--- src/rtl/hdlc_irq_pkg.sv ---
package hdlc_irq_pkg;
  localparam int NBITS  = 8;
  localparam int ADDR_W = 2;
  typedef logic [ADDR_W-1:0] addr_t;
  typedef logic [NBITS-1:0]  vec_t;
  localparam addr_t A_STAT = 2'd0;
  localparam addr_t A_MASK = 2'd1;
  localparam addr_t A_CTRL = 2'd2;
  localparam int B_GO     = 0;
  localparam int B_TXLOW  = 1;
  localparam int B_SHARED = 2;
  localparam int B_RXFULL = 3;
  localparam int B_RXNEAR = 4;
  localparam int B_TXEOP  = 5;
  localparam int B_RXOVF  = 6;
  localparam int B_RXEOP  = 7;
endpackage

--- src/rtl/irq_src_map.sv ---
module irq_src_map
  import hdlc_irq_pkg::*;
(
  input  logic ev_go_ahead,
  input  logic ev_rx_eop,
  input  logic ev_rx_ovf,
  input  logic ev_tx_eop,
  input  logic ev_rx_full,
  input  logic ev_rx_near,
  input  logic ev_tx_low,
  input  logic ev_abort,
  input  logic ev_tx_under,
  input  logic sel_under,
  output vec_t ev_vec
);
  always_comb begin
    ev_vec           = '0;
    ev_vec[B_GO]     = ev_go_ahead;
    ev_vec[B_TXLOW]  = ev_tx_low;
    ev_vec[B_SHARED] = sel_under ? ev_tx_under : ev_abort;
    ev_vec[B_RXFULL] = ev_rx_full;
    ev_vec[B_RXNEAR] = ev_rx_near;
    ev_vec[B_TXEOP]  = ev_tx_eop;
    ev_vec[B_RXOVF]  = ev_rx_ovf;
    ev_vec[B_RXEOP]  = ev_rx_eop;
  end
endmodule

--- src/rtl/irq_sticky.sv ---
module irq_sticky
  import hdlc_irq_pkg::*;
(
  input  logic clk,
  input  logic rst_n,
  input  vec_t ev_vec,
  input  logic clr,
  output vec_t status_q
);
  vec_t status_d;

  for (genvar i = 0; i < NBITS; i++) begin : g_bit
    always_comb status_d[i] = (clr ? 1'b0 : status_q[i]) | ev_vec[i];

    always_ff @(posedge clk or negedge rst_n) begin
      if (!rst_n) status_q[i] <= 1'b0;
      else        status_q[i] <= status_d[i];
    end
  end
endmodule

--- src/rtl/irq_cfg_regs.sv ---
module irq_cfg_regs
  import hdlc_irq_pkg::*;
(
  input  logic  clk,
  input  logic  rst_n,
  input  logic  wr,
  input  addr_t addr,
  input  vec_t  wdata,
  output vec_t  mask_q,
  output logic  sel_q
);
  vec_t mask_d;
  logic sel_d;
  logic mask_en, ctrl_en;

  always_comb begin
    mask_en = wr && (addr == A_MASK);
    ctrl_en = wr && (addr == A_CTRL);
    mask_d  = mask_en ? wdata    : mask_q;
    sel_d   = ctrl_en ? wdata[0] : sel_q;
  end

  always_ff @(posedge clk or negedge rst_n) begin
    if (!rst_n) begin
      mask_q <= '0;
      sel_q  <= 1'b0;
    end else begin
      mask_q <= mask_d;
      sel_q  <= sel_d;
    end
  end
endmodule

--- src/rtl/hdlc_irq_ctrl.sv ---
module hdlc_irq_ctrl
  import hdlc_irq_pkg::*;
(
  input  logic       clk,
  input  logic       rst_n,
  input  logic       ev_go_ahead,
  input  logic       ev_rx_eop,
  input  logic       ev_rx_ovf,
  input  logic       ev_tx_eop,
  input  logic       ev_rx_full,
  input  logic       ev_rx_near,
  input  logic       ev_tx_low,
  input  logic       ev_abort,
  input  logic       ev_tx_under,
  input  logic [1:0] bus_addr,
  input  logic       bus_wr,
  input  logic       bus_rd,
  input  logic [7:0] bus_wdata,
  output logic [7:0] bus_rdata,
  output logic       irq_n
);
  vec_t ev_vec, status_q, mask_q, rdata_d;
  logic sel_q, rd_stat;

  irq_src_map u_map (
    .ev_go_ahead(ev_go_ahead), .ev_rx_eop(ev_rx_eop), .ev_rx_ovf(ev_rx_ovf),
    .ev_tx_eop(ev_tx_eop), .ev_rx_full(ev_rx_full), .ev_rx_near(ev_rx_near),
    .ev_tx_low(ev_tx_low), .ev_abort(ev_abort), .ev_tx_under(ev_tx_under),
    .sel_under(sel_q), .ev_vec(ev_vec)
  );

  irq_sticky u_sticky (
    .clk(clk), .rst_n(rst_n), .ev_vec(ev_vec), .clr(rd_stat), .status_q(status_q)
  );

  irq_cfg_regs u_cfg (
    .clk(clk), .rst_n(rst_n), .wr(bus_wr), .addr(bus_addr), .wdata(bus_wdata),
    .mask_q(mask_q), .sel_q(sel_q)
  );

  always_comb begin
    rd_stat = bus_rd && (bus_addr == A_STAT);
    rdata_d = '0;
    if (bus_rd) begin
      unique case (bus_addr)
        A_STAT:  rdata_d = status_q;
        A_MASK:  rdata_d = mask_q;
        A_CTRL:  rdata_d = {{(NBITS-1){1'b0}}, sel_q};
        default: rdata_d = '0;
      endcase
    end
  end

  always_ff @(posedge clk or negedge rst_n) begin
    if (!rst_n) bus_rdata <= '0;
    else        bus_rdata <= rdata_d;
  end

  always_comb irq_n = ~|(status_q & mask_q);
endmodule

--- config.mk ---
export PLATFORM = sky130hd
export DESIGN_NAME = hdlc_irq_ctrl
export DESIGN_NICKNAME = d
export VERILOG_FILES = /design/src/rtl/hdlc_irq_pkg.sv /design/src/rtl/irq_src_map.sv /design/src/rtl/irq_sticky.sv /design/src/rtl/irq_cfg_regs.sv /design/src/rtl/hdlc_irq_ctrl.sv
export SDC_FILE = /design/constraint.sdc
export NUM_CORES = 1
export LEC_CHECK = 0
export ABC_CLOCK_PERIOD_IN_PS = 1800
export CAP_MARGIN = 0
export CORE_ASPECT_RATIO = 1.2
export CORE_MARGIN = 2
export CORE_UTILIZATION = 50
export DETAILED_ROUTE_END_ITERATION = 16
export DONT_BUFFER_PORTS = 1
export PLACE_DENSITY = 0.66
export SYNTH_ARGS = -nofsm -noshare
export SYNTH_HDL_FRONTEND = slang
export SYNTH_HIERARCHICAL = 1
export SYNTH_SLANG_ARGS = --single-unit
--- constraint.sdc ---
create_clock -name clk -period 1.8 [get_ports clk]
set_input_delay 0.09 -clock clk [delete_from_list [all_inputs] [get_ports clk]]
set_output_delay 0.09 -clock clk [all_outputs]
set_load 0.05 [all_outputs]
==> metrics.md, run 1 <==
| Metric | Value |
|---|---|
| Outcome | finished, final reports clean |
| DIE HEIGHT | 54.82 um |
| Total CTS buffers | 3 |
| Row cnt | 18 |
| Placer Congestion | approximately 0.73 |
| Most numerous cell in the Yosys netlist | dfrtp_1 |
| Largest family of logic cells by synthesized area | multiplexers |
| Tcrit/Tclk final | 0.8732 |
| Achievable Freq | around 0.64 GHz |
| DRC Markers | 0 |
| Routed length per instance | approximately 15 um |
| Maxcap violations | 0 |
| First-pass GRT wire length | approximately 3000 um |
| Antenna cells | 0 |
| PwrDens | 889.6 mW/mm^2 |
| Reg clk slew, reported paths | 0.14 ns |
| Design Area, Final | approximately 0.0013 mm^2 |
| Post-synth EDFFs | 0 |
| Cell accounting for the most synthesized area | dfrtp_1 |
| Post-CTS Setup Repair Bufs | 0 |
| CP Cell Sequence | a22oi_1 > and4_1 |
| Vias in the first global route | 682 |
| CP Max Fanout | 3 |
| Total Nets Final | 119 |
| Number of vias per cell | ~5 |
| Hold WC Path Type | primary input to register |
| Clock Sinks | 25 |
| Worst Skew | about 0.0094 ns |
| Global route total overflow | 0 |
| Worst setup EP type | output port |
| CTS tree | built |
| Maximum clock path buffer count | 2 |
| Largest net degree at the start of global routing | 26 |
| Req. time, crit path | 1.71 ns |
| Compound-cell area share of the yosys netlist | 0.08837 |
| Capturing point of the worst reg2reg path | bus_rdata[0]$_DFF_PN0_ |
| Synthesis Warnings | 6 |
| Slowest stage cell, crit path | and4_1 |
| FF/Latch Area | roughly 630 um^2 |
| Number of distinct library cells after synthesis | 17 |
| Crit Reg-Reg Startpoint | u_sticky/status_q[0]$_DFF_PN0_ |
| Synth area leaders | dfrtp_1, mux2_2, mux2i_1 |
| Placeable Area | roughly 0.0020 mm^2 |
| Syn_area_per_cell | around 13 um^2 |
| Sink of the worst hold path | u_sticky/status_q[2]$_DFF_PN0_ |
| Die width | about 46 um |
| # setup viols final | 0 |
| Crit path arrival time | about 1.5 ns |
| Total GRT Usage | 0.1723 |
| Port bufs | 0 |
| Hold Crit Depth | 2 |
| Synth-to-Final Area Change | 18.49% |
| Synth top cells by count | dfrtp_1, mux2_2, a21o_1, mux2i_1, nor2_1 |
| Flops & latches, synth | 25 |
| H-tree levels | 1 |
| Asr flop ratio synth | 1.000 |
| Net Count, Synth | 103 |
| Cell family with most CP delay | simple AND/OR/NAND/NOR gates |
| Tightest Pin Transition | ~1.1 ns |
| Post-synth top flop | dfrtp_1 |
| Share of cells above drive strength 1 | 0.1684 |
| Area share of xor/xnor cells in the synthesized design | 0 |
| Clock Latency Late Sink | roughly 0.32 ns |
| Clk root buf | clkbuf_4 |
| Final WL | around 1900 um |
| Initial core utilization | 0.5250 |
| Buf+Inv Stages, Crit Path | 0 |
| Fin crit period | between 1.5 and 2 ns |
| Hold_sp | ev_tx_under |
| R2R cell count | 4 |
| Simple-gate area share of the yosys netlist | 0.08023 |
| Slew HR | 0.2575 |
| Leakage | 0.5666 nW |
| Post-Synthesis Cells | 80 |
| Max VDD drop | between 0.0005 and 0.0006 V |
| Post-synthesis adder-cell area fraction | 0 |
| Filler cells | between 150 and 200 |
| Final setup TNS | 0 ns |
| Seq/Total Area, Yosys | 0.5814 |
| Detailed-route via count | roughly 630 |
| Final Max Tran Viols | 0 |
| Multiplexer share of the synthesized area | 0.1826 |
| DRT iter0 DRCs | 6 |
| Netlist Area Pre-Place | about 0.0011 mm^2 |
| RSZ-0062 raised after global routing | no |
| Detail Route Antenna Nets | 0 |
| R2R Setup Slk | between 0.3 and 0.4 ns |
| CP peak stage delay | between 0.5 and 0.6 ns |
| Die area | ~0.0025 mm^2 |
| Post-synth top area share | 0.5814 |
| CP startpoint kind | register |
| Initial antenna violation count | 0 |
| Number of I/O pins | 32 |
| Final Hold Fails | 0 |
| Worst setup path class | register to output port |
| DR pass1 iterations | 4 |
| Placed cell areas | 0.001045 mm^2 |
| Area of the multi-input gates | 377.9 um^2 |
-- state kept, by name, indices dropped and copies added (netlist names) --
signal and flops:
u_cfg/sel_q 1, bus_rdata 8, u_sticky/status_q 8, u_cfg/mask_q 8
-- worst max-delay path by stage --
stage / from / to / slack [ns] / cells after the start
6_report: u_sticky/status_q[2]$_DFF_PN0_ / irq_n / 0.23 / 2
5_1_grt: u_sticky/status_q[0]$_DFF_PN0_ / irq_n / 0.16 / 2
4_1_cts: u_sticky/status_q[0]$_DFF_PN0_ / irq_n / 0.22 / 2
3_5_place_dp: u_sticky/status_q[0]$_DFF_PN0_ / irq_n / 0.59 / 2
3_3_place_gp: u_sticky/status_q[2]$_DFF_PN0_ / irq_n / 0.61 / 2
2_1_floorplan: u_sticky/status_q[2]$_DFF_PN0_ / irq_n / 0.67 / 2
-- per-stage QoR --
step | utilization | std cells | worst slack (ns) | hold slack [ns] | total power, mW
global placement | 0.5098 | 101 | 0.6092 | -0.2050 | 0.8338
finish | 0.6221 | 125 | 0.2282 | 0.007251 | 1.134
CTS | 0.6221 | 125 | 0.2156 | 0.001255 | 1.145
detailed placement | 0.5098 | 101 | 0.5878 | -0.2051 | 0.8409
global route | 0.6221 | 125 | 0.1596 | 0.0002104 | 1.202
floorplan | - | 80 | 0.6721 | -0.2056 | 0.8292
-- cell families after synthesis --
kind of cell,Yosys count
DFF,25
buffers and inverters,10
AOI/OAI and AO/OA,13
and+or+nand+nor,14
muxes,18
-- cells in the final DEF, fill, tap and decap left out --
master / n
nand3b_4: 1
clkinvlp_4: 1
inv_2: 1
mux2_4: 1
a21o_1: 8
mux2i_1: 8
nand2b_1: 1
dfrtp_1: 25
nor2_1: 8
and2_1: 1
nand3b_1: 2
a22oi_1: 4
dlygate4sd3_1: 20
and4_1: 1
o21ai_1: 1
mux2_2: 9
clkbuf_4: 3
-- layer usage --
metal,global-route usage,share of wire
met5,0,0
met3,0.02640,0.069
met4,0.07143,0.0063
met2,0.2940,0.50
met1,0.2140,0.42
-- repair_timing --
action / CTS / global route
gates resized for setup: 0 / 0
hold buffers: 20 / 0
hold endpoints to repair: 49 / 0
-- where the power goes --
part	internal (mW)	switching (mW)
logic	0.107	0.0643
registers	0.622	0.0890
clock network	0.0847	0.167
-- final cells by class --
cell class,instances,area share
clock inverter,1,0.005888
multi-input combinational,45,0.2964
tap,30,0.02944
timing repair buffer,20,0.1570
inverter,1,0.002944
sequential,25,0.4907
clock buffer,3,0.01766
-- worst register-to-register path: stages, from the launching register on --
cell	delay (ns)
dfrtp_1	0.42
mux2i_1	0.14
o21ai_1	0.07
and2_1	0.15
dlygate4sd3_1	0.55
Note: power is estimated with default switching activity, not from simulation.
==> run 2, diff against run 1 <==
--- a/config.mk
+++ b/config.mk
@@ -7,7 +7,7 @@
 export LEC_CHECK = 0
 export ABC_CLOCK_PERIOD_IN_PS = 1800
 export CAP_MARGIN = 0
-export CORE_ASPECT_RATIO = 1.2
+export CORE_ASPECT_RATIO = 1.1
 export CORE_MARGIN = 2
 export CORE_UTILIZATION = 50
 export DETAILED_ROUTE_END_ITERATION = 16
==> run 2 against run 1 <==
  * Register-to-register slack got worse by 0.12 ns
  * Final area rose by 0.29%
  * Clock power fell by 6%
  * Routed wire length fell by 6.6%
  * Critical path type unchanged
  * Critical path depth did not move
  * Sequential power barely moved
  * Largest power group unchanged
  * Via count rose by 0.79%
  * Hold slack improved by 0.015 ns
==> metrics.md, run 2 (same netlist as run 1, synthesis figures left out) <==
| Metric | Value |
|---|---|
| Total GRT Usage | 0.1692 (-0.003083) |
| Hold WC Path Type | primary input to register |
| Total Nets Final | 120 (+0.84%) |
| Global route total overflow | 0 (unchanged) |
| Routing usage on met3 | 0.03103 (+0.004632) |
| Final Max Tran Viols | 0 (unchanged) |
| Outcome | finished, final reports clean |
| Commonest non-fill, non-tap cell in the layout | dfrtp_1 |
| Buf+Inv Stages, Crit Path | 0 (unchanged) |
| Internal power | 0.8152 mW (+0.20%) |
| Clk root buf | clkbuf_4 |
| Post-DP HPWL | between 1000 and 1500 um |
| First-pass GRT wire length | 2842 um (-6.2%) |
| Req. time, crit path | 1.71 ns (about the same) |
| Slew HR | 0.2848 (+0.02728) |
| GRT Max-Usage Layer | met2 |
| Number of vias per cell | 5.145 (+1.6%) |
| Number of I/O pins | 32 (unchanged) |
| Hold Crit Depth | 2 (unchanged) |
| RSZ-0062 raised after global routing | no |
| CTS tree | built |
| Net switching power | 0.3050 mW (-4.9%) |
| Crit path arrival time | 1.48 ns (about the same) |
| Total CTS buffers | 3 (unchanged) |
| Die area | 0.002540 mm^2 (about the same) |
| # setup viols final | 0 (unchanged) |
| H-tree levels | 1 (unchanged) |
| Clock power share | 0.213 (-0.009) |
| Vias in the first global route | 637 (-6.6%) |
| Placer Congestion | 0.7452 (+2.5%) |
| DR pass1 iterations | 3 (-1) |
| Initial antenna violation count | 0 (unchanged) |
| Die width | 48.23 um (+4.1%) |
| Worst setup path class | register to output port |
| Final Hold Fails | 0 (unchanged) |
| Sw Share | 0.2723 (-0.01042) |
| Cts hold-fix bufs | 21 (+5.0%) |
| DIE HEIGHT | 52.66 um (-3.9%) |
| PwrDens | 876.0 mW/mm^2 (-1.5%) |
| Largest net degree at the start of global routing | 26 (unchanged) |
| Final WL | 1788 um (-6.6%) |
| CP startpoint kind | register |
| GR Util met1 | 0.2062 (-0.007775) |
| CP Cell Sequence | a22oi_1 > and4_1 |
| Design Area, Final | 0.001279 mm^2 (+0.29%) |
| Maximum clock path buffer count | 2 (unchanged) |
| Share of cells above drive strength 1 | 0.1563 (-0.01217) |
| Cell count along the critical path | 2 (unchanged) |
| Synth-to-Final Area Change | 18.84% |
| Tcrit/Tclk final | 0.8748 (+0.001557) |
| Post_cts resized | 0 (unchanged) |
| Fin crit period | 1.575 ns (+0.002803 ns) |
| Antenna cells | 0 (unchanged) |
| Cell family with most CP delay | simple AND/OR/NAND/NOR gates |
| Reg clk slew, reported paths | 0.13 ns (about the same) |
| Worst setup EP type | output port |
| Placed cell areas | 0.001042 mm^2 (-0.24%) |
| Filler cells | 170 (-1.7%) |
| Tightest Pin Transition | 1.069 ns (-0.04078 ns) |
| Routed length per instance | 14.42 um (-5.8%) |
| Max VDD drop | 0.0005859 V (+3.8%) |
| Biggest regs | bus_rdata (8), u_cfg/mask_q (8), u_sticky/status_q (8) |
| Reg power frac | 0.636 (+0.009) |
| Post-CTS Setup Repair Bufs | 0 (unchanged) |
| R2R cell count | 3 (-1) |
| Commonest cells after routing, fill and taps aside | dfrtp_1, dlygate4sd3_1, mux2_2 |
| Slowest stage cell, crit path | and4_1 |
| Detailed-route via count | 638 (+0.79%) |
| Detail Route Antenna Nets | 0 (unchanged) |
| CP peak stage delay | 0.54 ns (about the same) |
| Placeable Area | 0.002021 mm^2 (-1.4%) |
| Worst Skew | 0.004284 ns (-0.005124 ns) |
| Clock Sinks | 25 (unchanged) |
| Area of the multi-input gates | 377.9 um^2 (unchanged) |
| Final setup TNS | 0 ns (unchanged) |
| Port bufs | 0 (unchanged) |
| Initial core utilization | 0.5325 (+0.007477) |
| Clock Latency Late Sink | 0.31 ns (about the same) |
| FF/Latch Area | 625.6 um^2 (unchanged) |
| Fin cells | 124 (-0.80%) |
| GR Util met2 | 0.2697 (-0.02424) |
| Leakage | 0.5717 nW (+0.89%) |
| DRT iter0 DRCs | 1 (-5) |
| Combinational Power Share | 0.152 (about the same) |
| Row cnt | 17 (-1) |
| CP Max Fanout | 3 (unchanged) |
| Achievable Freq | 0.6351 GHz (-0.18%) |
| Inst Count DP | 99 (-2.0%) |
| Maxcap violations | 0 (unchanged) |
| DRC Markers | 0 (unchanged) |
[run 2: worst register-to-register path, delay by kind of cell (launching register included)]
kind / cells / cell delay (ns)
buf+inv: 1 / 0.56
flops: 1 / 0.43
mux: 1 / 0.31
compound gates: 1 / 0.16
[run 2: metal layers]
metal / share of wire / wire, um
met4: 0.022 / 39
met3: 0.030 / 54
met5: 0 / 0
met2: 0.51 / 911
met1: 0.44 / 782
[run 2: power by group through the flow]
stage | combinational, mW | clock, mW | sequential, mW
2_1_floorplan | 0.118 | 0 | 0.711
3_3_place_gp | 0.115 | 0 | 0.720
3_5_place_dp | 0.117 | 0 | 0.724
4_1_cts | 0.172 | 0.248 | 0.712
5_1_grt | 0.188 | 0.273 | 0.720
6_report | 0.170 | 0.238 | 0.712
[run 2: worst paths after layout]
check	slack [ns]	to	from
hold / removal	0.02	u_cfg/sel_q$_DFFE_PN0P_	bus_wr
max in group asynchronous	0.75	u_sticky/status_q[3]$_DFF_PN0_	rst_n
hold reg to reg	0.52	u_sticky/status_q[1]$_DFF_PN0_	u_sticky/status_q[1]$_DFF_PN0_
min in group asynchronous	0.41	u_cfg/mask_q[2]$_DFFE_PN0P_	rst_n
setup / recovery	0.23	irq_n	u_sticky/status_q[2]$_DFF_PN0_
setup reg to reg	0.25	u_sticky/status_q[2]$_DFF_PN0_	u_cfg/sel_q$_DFFE_PN0P_
[run 2: per-stage QoR]
stage	util	hold slack, ns	power, mW	worst slack (ns)
after global routing	0.6328	0.01682	1.181	0.1439
after detailed placement	0.5158	-0.2049	0.8409	0.5609
final	0.6328	0.02183	1.120	0.2254
after global placement	0.5158	-0.2050	0.8351	0.5625
after floorplan	-	-0.2056	0.8292	0.6721
after CTS	0.6328	0.01263	1.132	0.1972
[run 2: layout make-up]
cell class / count / share of cell area
Clock buffer: 4 / 0.02055
Inverter: 1 / 0.002935
Sequential cell: 25 / 0.4892
Tap cell: 28 / 0.02740
Timing Repair Buffer: 21 / 0.1644
Multi-Input combinational cell: 45 / 0.2955
==> run 3, diff against run 2 <==
--- a/config.mk
+++ b/config.mk
@@ -15,5 +15,4 @@
 export PLACE_DENSITY = 0.66
 export SYNTH_ARGS = -nofsm -noshare
 export SYNTH_HDL_FRONTEND = slang
-export SYNTH_HIERARCHICAL = 1
 export SYNTH_SLANG_ARGS = --single-unit
==> run 3 against run 2 <==
  * Register-to-register slack gained 0.31 ns
  * Via count grew 1.1%
  * First-iteration DRC count grew to 10 times the previous value
  * Area after synthesis shrank 5.0%
  * Sequential power is essentially flat
  * Count of clock-buffer cells in the layout shrank 1
  * Die area shrank 4.6%
  * Critical path depth is the same
  * Final area is essentially flat
  * Critical endpoint unchanged
==> metrics.md, run 3 <==
| Metric | Value |
|---|---|
| Synth top cells by count | dfrtp_1, mux2_2, mux2i_1 |
| Most numerous cell in the Yosys netlist | dfrtp_1 |
| Commonest non-fill, non-tap cell in the layout | dfrtp_1 |
| Cell accounting for the most synthesized area | dfrtp_1 |
| Detail Route Antenna Nets | 0 (unchanged) |
| Final Hold Fails | 0 (unchanged) |
| Pre-CTS WS | 0.5585 ns (-0.002427 ns) |
| Post-Synthesis Cells | 73 (-8.8%) |
| CP startpoint kind | register |
| CTS tree | built |
| DR pass1 iterations | 4 (+1) |
| Synthesis Warnings | 0 (-6) |
| Die area | 0.002422 mm^2 (-4.6%) |
| Global route total overflow | 0 (unchanged) |
| PwrDens | 872.7 mW/mm^2 (-0.38%) |
| Total Nets Final | 120 (unchanged) |
| Placed cell areas | 0.001030 mm^2 (-1.2%) |
| Crit Reg-Reg Startpoint | u_cfg.mask_q[7]$_DFFE_PN0P_ |
| CP Cell Sequence | a22oi_1 > and4_1 |
| Fin crit period | 1.588 ns (+0.01382 ns) |
| Worst setup path class | register to output port |
| Reg clk slew, reported paths | 0.13 ns (about the same) |
| Post-synth top flop | dfrtp_1 |
| Number of distinct library cells after synthesis | 16 (-1) |
| Maximum clock path buffer count | 2 (unchanged) |
| Worst Skew | 0.01088 ns (+0.006594 ns) |
| Asr flop ratio synth | 1.000 (unchanged) |
| Initial core utilization | 0.5168 (-0.01575) |
| Largest net degree at the start of global routing | 26 (unchanged) |
| Clk root buf | clkbuf_4 |
| Initial antenna violation count | 0 (unchanged) |
| Worst hold slack | 0.0007898 ns (-0.02104 ns) |
| Hold_sp | bus_addr[1] |
| Final Max Tran Viols | 0 (unchanged) |
| Post-synth top area share | 0.6120 (+0.03060) |
| Detailed-route via count | 645 (+1.1%) |
| Maxcap violations | 0 (unchanged) |
| First-pass GRT wire length | 2953 um (+3.9%) |
| Netlist Area Pre-Place | 0.001022 mm^2 (-5.0%) |
| Clock Latency Late Sink | 0.31 ns (about the same) |
| Biggest regs | bus_rdata (8), u_cfg.mask_q (8), u_sticky.status_q (8) |
| Total GRT Usage | 0.1788 (+0.009586) |
| Number of I/O pins | 32 (unchanged) |
| Final WL | 1812 um (+1.3%) |
| Achievable Freq | 0.6296 GHz (-0.87%) |
| CP peak stage delay | 0.54 ns (about the same) |
| Buf+Inv Stages, Crit Path | 0 (unchanged) |
| Cell family with most CP delay | simple AND/OR/NAND/NOR gates |
| Vias in the first global route | 670 (+5.2%) |
| Number of vias per cell | 5.202 (+1.1%) |
| Critical Path Start | u_sticky.status_q[4]$_DFF_PN0_ |
| RSZ-0062 raised after global routing | no |
| Synth-to-Final Area Change | 24.97% |
| Final setup TNS | 0 ns (unchanged) |
| Commonest cells after routing, fill and taps aside | dfrtp_1, dlygate4sd3_1, mux2_2 |
| Worst setup EP type | output port |
| Flops & latches, synth | 25 (unchanged) |
| Share of cells above drive strength 1 | 0.1458 (-0.01042) |
| Post-DP HPWL | 1217 um (-3.8%) |
| Post_cts resized | 0 (unchanged) |
| Placeable Area | 0.001978 mm^2 (-2.1%) |
| Row cnt | 17 (unchanged) |
| Met1 wire length | 763 um (-2.4%) |
| Max layer used | met4 |
| Die width | 47.11 um (-2.3%) |
| Slowest stage cell, crit path | and4_1 |
| Post-synth EDFFs | 0 (unchanged) |
| H-tree levels | 1 (unchanged) |
| Seq/Total Area, Yosys | 0.6120 (+0.03060) |
| Leakage | 0.5597 nW (-2.1%) |
| Design Area, Final | 0.001277 mm^2 (about the same) |
| Routed length per instance | 14.61 um (+1.3%) |
| Post-layout util | 0.6458 (+0.01298) |
| Synth area leaders | dfrtp_1, mux2_2, mux2i_1 |
| Post-CTS Setup Repair Bufs | 0 (unchanged) |
| Total CTS buffers | 3 (unchanged) |
| Met2 routed WL | 950 um (+4.3%) |
| Tcrit/Tclk final | 0.8825 (+0.007676) |
| Tightest Pin Transition | 1.086 ns (+0.01648 ns) |
| CP Max Fanout | 3 (unchanged) |
| Slew HR | 0.2737 (-0.01103) |
| DRC Markers | 0 (unchanged) |
| # setup viols final | 0 (unchanged) |
| Clock Sinks | 25 (unchanged) |
| Placer Congestion | 0.6913 (-7.2%) |
| Req. time, crit path | 1.71 ns (about the same) |
| Final setup margin | 0.2116 ns (-0.01382 ns) |
| Net Count, Synth | 96 (-6.8%) |
| Port bufs | 0 (unchanged) |
| Met3 WL | 66 um (+22%) |
| Hold WC Path Type | primary input to register |
| DRT iter0 DRCs | 10 (+9) |
| Antenna cells | 0 (unchanged) |
| DIE HEIGHT | 51.42 um (-2.3%) |
| Max VDD drop | 0.0006407 V (+9.3%) |
| Cts hold-fix bufs | 20 (-4.8%) |
| Outcome | finished, final reports clean |
| Syn_area_per_cell | 14.00 um^2 (+4.1%) |
| Crit path arrival time | 1.50 ns (+0.02 ns) |
run 3: final timing paths:
| path | end | slack [ns] | cells past startpoint |
|---|---|---|---|
| max | irq_n | 0.21 | 2 |
| max in group asynchronous | bus_rdata[0]$_DFF_PN0_ | 0.73 | 1 |
| max reg2reg | bus_rdata[7]$_DFF_PN0_ | 0.56 | 3 |
| min reg2reg | u_sticky.status_q[6]$_DFF_PN0_ | 0.52 | 1 |
| min | bus_rdata[1]$_DFF_PN0_ | 0.0008 | 2 |
| min in group asynchronous | bus_rdata[4]$_DFF_PN0_ | 0.42 | 1 |
run 3: final cells by class:
type                            count  area (um^2)
Clock buffer                        3        22.52
Tap cell                           28        35.03
Clock inverter                      1        5.005
Timing Repair Buffer               22        220.2
Multi-Input combinational cell     45        369.1
Sequential cell                    25        625.6
Fill cell                         158        700.7
run 3: layer usage:
layer | vias to the layer above | global-route usage
met1 | 316 | 0.2338
met2 | 19 | 0.2740
met5 | - | 0
li1 | 306 | -
met3 | 4 | 0.04240
met4 | 0 | 0.08333
run 3: kinds of logic (layout without fill, tap and decap cells):
group / count (synthesis) / after routing / synth area share
flip-flops: 25 / 25 / 0.6120
multiplexers: 17 / 17 / 0.1775
AND/OR/NAND/NOR: 15 / 15 / 0.08814
AO/OA/AOI/OAI: 13 / 13 / 0.09547
buffers and inverters: 3 / 26 / 0.02692
run 3: report_power, final:
part | internal (mW) | switching (mW) | leakage [nW]
sequential | 0.623 | 0.0894 | 0.288
clock | 0.0828 | 0.156 | 0.0177
combinational | 0.101 | 0.0631 | 0.254
total | 0.807 | 0.308 | 0.560
run 3: stage by stage:
step                std cells  power (mW)
floorplan                  73      0.8175
global placement           98      0.8311
detailed placement         98      0.8363
CTS                       122       1.121
global route              124       1.180
finish                    124       1.115
